**src/rtl/ctrig_pkg.sv**
```systemverilog
package ctrig_pkg;

  typedef enum logic {
    GATE_IDLE = 1'b0,
    GATE_OPEN = 1'b1
  } gate_state_e;

  localparam int unsigned GATE_MAX_UNITS = 12;

endpackage

```
**src/rtl/ctrig_gate.sv**
```systemverilog
module ctrig_gate
  import ctrig_pkg::*;
#(
  parameter int unsigned UNIT_W    = 4,
  parameter int unsigned MAX_UNITS = GATE_MAX_UNITS
) (
  input  logic              clk,
  input  logic              rst_n,
  input  logic              bx_strobe,
  input  logic [UNIT_W-1:0] units,
  output logic              gate_o,
  output logic              last_o
);

  gate_state_e       state_q, state_d;
  logic [UNIT_W-1:0] cnt_q, cnt_d;
  logic [UNIT_W-1:0] units_eff;
  logic              cnt_en;

  // clamp the programmed length into 1..MAX_UNITS
  always_comb begin
    if (units == '0)
      units_eff = UNIT_W'(1);
    else if (units > UNIT_W'(MAX_UNITS))
      units_eff = UNIT_W'(MAX_UNITS);
    else
      units_eff = units;
  end

  always_comb begin
    state_d = state_q;
    cnt_d   = cnt_q;
    cnt_en  = 1'b0;
    unique case (state_q)
      GATE_IDLE: begin
        if (bx_strobe) begin
          state_d = GATE_OPEN;
          cnt_d   = units_eff;
          cnt_en  = 1'b1;
        end
      end
      GATE_OPEN: begin
        cnt_en = 1'b1;
        if (cnt_q == UNIT_W'(1)) begin
          state_d = GATE_IDLE;
          cnt_d   = '0;
        end else begin
          cnt_d = cnt_q - UNIT_W'(1);
        end
      end
      default: begin
        state_d = GATE_IDLE;
        cnt_d   = '0;
        cnt_en  = 1'b1;
      end
    endcase
  end

  always_ff @(posedge clk or negedge rst_n) begin
    if (!rst_n) begin
      state_q <= GATE_IDLE;
      cnt_q   <= '0;
    end else if (cnt_en) begin
      state_q <= state_d;
      cnt_q   <= cnt_d;
    end
  end

  assign gate_o = (state_q == GATE_OPEN);
  assign last_o = gate_o && (cnt_q == UNIT_W'(1));

endmodule

```
**src/rtl/ctrig_adder.sv**
```systemverilog
module ctrig_adder #(
  parameter int unsigned N_IN  = 8,
  parameter int unsigned IN_W  = 10,
  parameter int unsigned OUT_W = IN_W + $clog2(N_IN)
) (
  input  logic [N_IN*IN_W-1:0] operands,
  output logic [OUT_W-1:0]     sum_o
);

  always_comb begin
    sum_o = '0;
    for (int i = 0; i < N_IN; i++) begin
      sum_o = sum_o + OUT_W'(operands[i*IN_W +: IN_W]);
    end
  end

endmodule

```
**src/rtl/ctrig_popcount.sv**
```systemverilog
module ctrig_popcount #(
  parameter int unsigned N     = 32,
  parameter int unsigned CNT_W = $clog2(N + 1)
) (
  input  logic [N-1:0]     bits,
  output logic [CNT_W-1:0] count_o
);

  always_comb begin
    count_o = '0;
    for (int i = 0; i < N; i++) begin
      count_o = count_o + CNT_W'(bits[i]);
    end
  end

endmodule

```
**src/rtl/ctrig_top.sv**
```systemverilog
module ctrig_top
  import ctrig_pkg::*;
#(
  parameter int unsigned N_RINGS     = 4,
  parameter int unsigned CH_PER_RING = 8,
  parameter int unsigned CHG_W       = 10,
  parameter int unsigned UNIT_W      = 4,
  localparam int unsigned N_CH       = N_RINGS * CH_PER_RING,
  localparam int unsigned RING_W     = CHG_W + $clog2(CH_PER_RING),
  localparam int unsigned TOT_W      = RING_W + $clog2(N_RINGS),
  localparam int unsigned CNT_W      = $clog2(N_CH + 1)
) (
  input  logic                      clk,
  input  logic                      rst_n,
  input  logic                      bx_strobe,
  input  logic [UNIT_W-1:0]         gate_units,
  input  logic [N_CH*CHG_W-1:0]     charge_in,
  input  logic [N_CH-1:0]           hit_in,
  input  logic [TOT_W-1:0]          thr_central,
  input  logic [TOT_W-1:0]          thr_semi,
  input  logic [CNT_W-1:0]          thr_mult,
  output logic                      gate_o,
  output logic [N_RINGS*RING_W-1:0] ring_sum_o,
  output logic [TOT_W-1:0]          total_o,
  output logic [CNT_W-1:0]          hit_cnt_o,
  output logic                      trig_central,
  output logic                      trig_semi,
  output logic                      trig_mult,
  output logic                      trig_valid
);

  logic gate_last;

  ctrig_gate #(
    .UNIT_W   (UNIT_W),
    .MAX_UNITS(GATE_MAX_UNITS)
  ) u_gate (
    .clk      (clk),
    .rst_n    (rst_n),
    .bx_strobe(bx_strobe),
    .units    (gate_units),
    .gate_o   (gate_o),
    .last_o   (gate_last)
  );

  // stage 1: sample inputs on the closing edge
  logic [N_CH*CHG_W-1:0] chg_q;
  logic [N_CH-1:0]       hit_q;
  logic                  smp_vld_q;

  always_ff @(posedge clk or negedge rst_n) begin
    if (!rst_n) begin
      chg_q <= '0;
      hit_q <= '0;
    end else if (gate_last) begin
      chg_q <= charge_in;
      hit_q <= hit_in;
    end
  end

  always_ff @(posedge clk or negedge rst_n) begin
    if (!rst_n) smp_vld_q <= 1'b0;
    else        smp_vld_q <= gate_last;
  end

  // stage 2: ring sums, total, hit count
  logic [N_RINGS*RING_W-1:0] ring_d;
  logic [TOT_W-1:0]          total_d;
  logic [CNT_W-1:0]          cnt_d;

  for (genvar r = 0; r < N_RINGS; r++) begin : g_ring
    ctrig_adder #(
      .N_IN (CH_PER_RING),
      .IN_W (CHG_W),
      .OUT_W(RING_W)
    ) u_ring_sum (
      .operands(chg_q[r*CH_PER_RING*CHG_W +: CH_PER_RING*CHG_W]),
      .sum_o   (ring_d[r*RING_W +: RING_W])
    );
  end

  ctrig_adder #(
    .N_IN (N_RINGS),
    .IN_W (RING_W),
    .OUT_W(TOT_W)
  ) u_total_sum (
    .operands(ring_d),
    .sum_o   (total_d)
  );

  ctrig_popcount #(
    .N    (N_CH),
    .CNT_W(CNT_W)
  ) u_hits (
    .bits   (hit_q),
    .count_o(cnt_d)
  );

  logic central_d, semi_d, mult_d;

  always_comb begin
    central_d = smp_vld_q && (total_d >= thr_central);
    semi_d    = smp_vld_q && (total_d >= thr_semi);
    mult_d    = smp_vld_q && (cnt_d >= thr_mult);
  end

  always_ff @(posedge clk or negedge rst_n) begin
    if (!rst_n) begin
      ring_sum_o <= '0;
      total_o    <= '0;
      hit_cnt_o  <= '0;
    end else if (smp_vld_q) begin
      ring_sum_o <= ring_d;
      total_o    <= total_d;
      hit_cnt_o  <= cnt_d;
    end
  end

  always_ff @(posedge clk or negedge rst_n) begin
    if (!rst_n) begin
      trig_central <= 1'b0;
      trig_semi    <= 1'b0;
      trig_mult    <= 1'b0;
      trig_valid   <= 1'b0;
    end else begin
      trig_central <= central_d;
      trig_semi    <= semi_d;
      trig_mult    <= mult_d;
      trig_valid   <= smp_vld_q;
    end
  end

endmodule

```
**config.mk**
```make
export PLATFORM = sky130hd
export DESIGN_NAME = ctrig_top
export DESIGN_NICKNAME = d
export VERILOG_FILES = /design/src/rtl/ctrig_pkg.sv /design/src/rtl/ctrig_gate.sv /design/src/rtl/ctrig_adder.sv /design/src/rtl/ctrig_popcount.sv /design/src/rtl/ctrig_top.sv
export SDC_FILE = /design/constraint.sdc
export NUM_CORES = 1
export LEC_CHECK = 0
export BUFFER_PORTS_ARGS = -buffer_cell sky130_fd_sc_hd__buf_2
export CAP_MARGIN = 15
export CORE_ASPECT_RATIO = 1.25
export CORE_UTILIZATION = 42
export DETAILED_ROUTE_END_ITERATION = 10
export GPL_TIMING_DRIVEN = 0
export PLACE_DENSITY_LB_ADDON = 0.1
export SYNTH_ARGS = -nofsm -noshare
export SYNTH_HDL_FRONTEND = slang
export SYNTH_HIERARCHICAL = 1
export SYNTH_SLANG_ARGS = --single-unit
```
**constraint.sdc**
```tcl
create_clock -name clk -period 21.8 [get_ports clk]
set_input_delay 3.27 -clock clk [delete_from_list [all_inputs] [get_ports clk]]
set_output_delay 3.27 -clock clk [all_outputs]
set_load 0.01 [all_outputs]
```
==> impl_metrics.csv <==
group,metric,value,unit
logic_synthesis,synth-seq-cells,435,
drt,vias,17500,
sta,hold_violations,0,
sta,setup_tns,0,ps
grt,grt_max_degree,111,
sta,finClkSkew,22.4,ps
placement,gp_congestion,0.866,
cells_and_area,final_common_cell,"inv_1",
hold_path,min_from,"smp_vld_q",
sta,setup_viol,0,
cells_and_area,syn_to_final_growth,18.7,%
setup_path,r2r_start,"chg_q[12]",
drt,drc,0,
grt,grt_usage,22.4,%
logic_synthesis,synth_nets,3064,
die,die_h,290,um
sta,period_needed,8250,ps
placement,portBuffers,472,
logic_synthesis,syn_area,27900,um^2
drt,vias_per_cell,4.72,
clock_tree,cts_tree,"done",
flow_run,maxCapViolations,0,
drt,avgRoutedWirePerCell,19.7,um
clock_tree,h-tree-depth,2,
hold_path,hold_depth,0,
hold_path,hold_path_class,"register to register",
logic_synthesis,synth-edff-count,0,
drt,ant_nets,0,
setup_path,worstPathMaxFanout,8,
logic_synthesis,synthArstFlopShare,100,%
logic_synthesis,yosysWarningCount,6,
setup_path,ff2ff_setup_slack,13550,ps
placement,placed_cell_area,31500,um^2
die,die_x,233,um
grt,grt_pass1_vias,19800,
clock_tree,cts_sinks,435,
clock_tree,ctsResizeCount,0,
sta,max_freq,121,MHz
clock_tree,root_buffer,"clkbuf_16",
logic_synthesis,avgSynthCellArea,12.3,um^2
die,coreArea,65700,um^2
cells_and_area,final_nets,3592,
drt,routed_wirelength,72800,um
setup_path,critPathSlowestCell,"o311ai_1",
die,rows,105,
die,dieArea,67500,um^2
setup_path,cp_common_cell,"fa_1",
clock_tree,cts-hold-fix-buffers,0,
clock_tree,insertion_delay,590,ps
die,boundaryPins,473,
clock_tree,cts_made_buffers,50,
drt,drt_iter0_drc,710,
sta,setup_ws,13550,ps
logic_synthesis,synth_flop_cell,"dfrtp_1",
cells_and_area,fin_area,33200,um^2
clock_tree,cts_buffer_depth,3,
setup_path,r2r_cells,29,
clock_tree,post_cts_buffers,0,
drt,first_pass_iters,4,
cells_and_area,finish.utilization,50.5,%
sta,drv_slew,0,
run_status,outcome,"completed",
sta,rsz0062_at_grt,"no",
setup_path,cp.required,22250,ps
setup_path,cp-start-kind,"register",
clock_tree,clkTransAtPathRegs,60,ps
die,start_util,42.5,%
sta,worst_slew_pin_slew,914,ps
grt,antenna_found_initial,21,
setup_path,worstSetupPathType,"register to register",
setup_path,crit_arrival,8700,ps
grt,grt_pass1_wl,114000,um
hold_path,hold_end,"trig_valid",
grt,grt.overflow.total,0,
logic_synthesis,synth_cell_type_count,64,
placement,dp_hpwl,59700,um
logic_synthesis,seq_area_frac_synth,39.0,%
cells_and_area,drive_gt1_share,37.0,%
setup_path,slowest_delay,760,ps
setup_path,endpoint_kind,"register",
placement,dp_slack,13500,ps
setup_path,r2r_end,"trig_semi",
sta,min_period_over_period,37.8,%
logic_synthesis,syn_inst,2272,
cells_and_area,layout_common_cells,"648 x inv_1, 484 x buf_2, 435 x dfrtp_1",
sta,maxSlewHeadroom,39.1,%
## cells in the mapped netlist, types with 13 or more instances
library cell | n | share of area [%]
inv_1 | 648 | 8.7
dfrtp_1 | 435 | 39
mux2_2 | 376 | 15
fa_1 | 286 | 21
ha_1 | 111 | 5.0
a21oi_1 | 47 | 0.84
mux2_4 | 40 | 2.2
buf_6 | 35 | 1.4
nor2_1 | 29 | 0.39
nand2_1 | 26 | 0.35
xnor2_1 | 25 | 0.78
a21o_1 | 20 | 0.54
nand3_1 | 16 | 0.29
o21ai_0 | 16 | 0.29
xor2_1 | 16 | 0.50
buf_2 | 13 | 0.23
## final cells by class
class	instances	area, um^2
antenna	13	32.5
buffer	52	478
clock buffer	70	1460
clock inverter	16	191
fill	5962	32500
inverter	648	2430
multi-input combinational	1137	14100
sequential	435	10900
tap	856	1070
timing repair buffer	476	2480
## state kept, by name, indices dropped and copies added (netlist names)
name,count
u_gate/cnt_q,4
trig_central,1
trig_semi,1
hit_q,32
u_gate/gate_o,1
ring_sum_o,52
trig_mult,1
hit_cnt_o,6
trig_valid,1
chg_q,320
total_o,15
smp_vld_q,1
## logic make-up after synthesis
| kind of cell | count (synthesis) | share of synthesized area [%] |
|---|---|---|
| AOI/OAI and AO/OA | 141 | 3.58 |
| xor gates and xnor gates | 41 | 1.29 |
| adders and majority gates | 397 | 25.5 |
| buffers and inverters | 700 | 10.4 |
| DFF | 435 | 39.0 |
| muxes | 427 | 17.7 |
| and+or+nand+nor | 131 | 2.51 |
## worst max path at each step
stage                          start   endpoint  slack [ps]
after global placement         rst_n  chg_q[49]        8280
after CTS                  chg_q[12]  trig_semi       13450
after floorplan             chg_q[2]  trig_semi       14620
after detailed placement    chg_q[2]  trig_semi       13500
final                      chg_q[12]  trig_semi       13550
after global routing      chg_q[162]  trig_semi       13010
## routing by layer
metal	routed length (um)	vias to the layer above	share of wire, %	global-route usage [%]
met4	2500	16	3.4	7.86
met1	28000	8875	38	26.5
met2	37900	379	52	39.2
met5	97	-	0.13	0
li1	-	8105	-	-
met3	4350	119	6.0	5.33
## worst max-delay path: cells and delay by family (launching register included)
kind                     cells  cell delay [ps]
XOR/XNOR                     1              210
flip-flops                   1              380
AND/OR/NAND/NOR              3              230
buffers and inverters        7              720
AO/OA/AOI/OAI                8             2170
adder cells (fa/ha/maj)     10             4400
## through the flow
stage	cells	hold WS, ps
2_1_floorplan	2272	349
3_3_place_gp	3600	358
3_5_place_dp	3604	355
4_1_cts	3690	377
5_1_grt	3699	383
6_report	3703	372
Power is not shown: default switching activity piles up to over one toggle a cycle in this logic, so the estimate is an artifact.
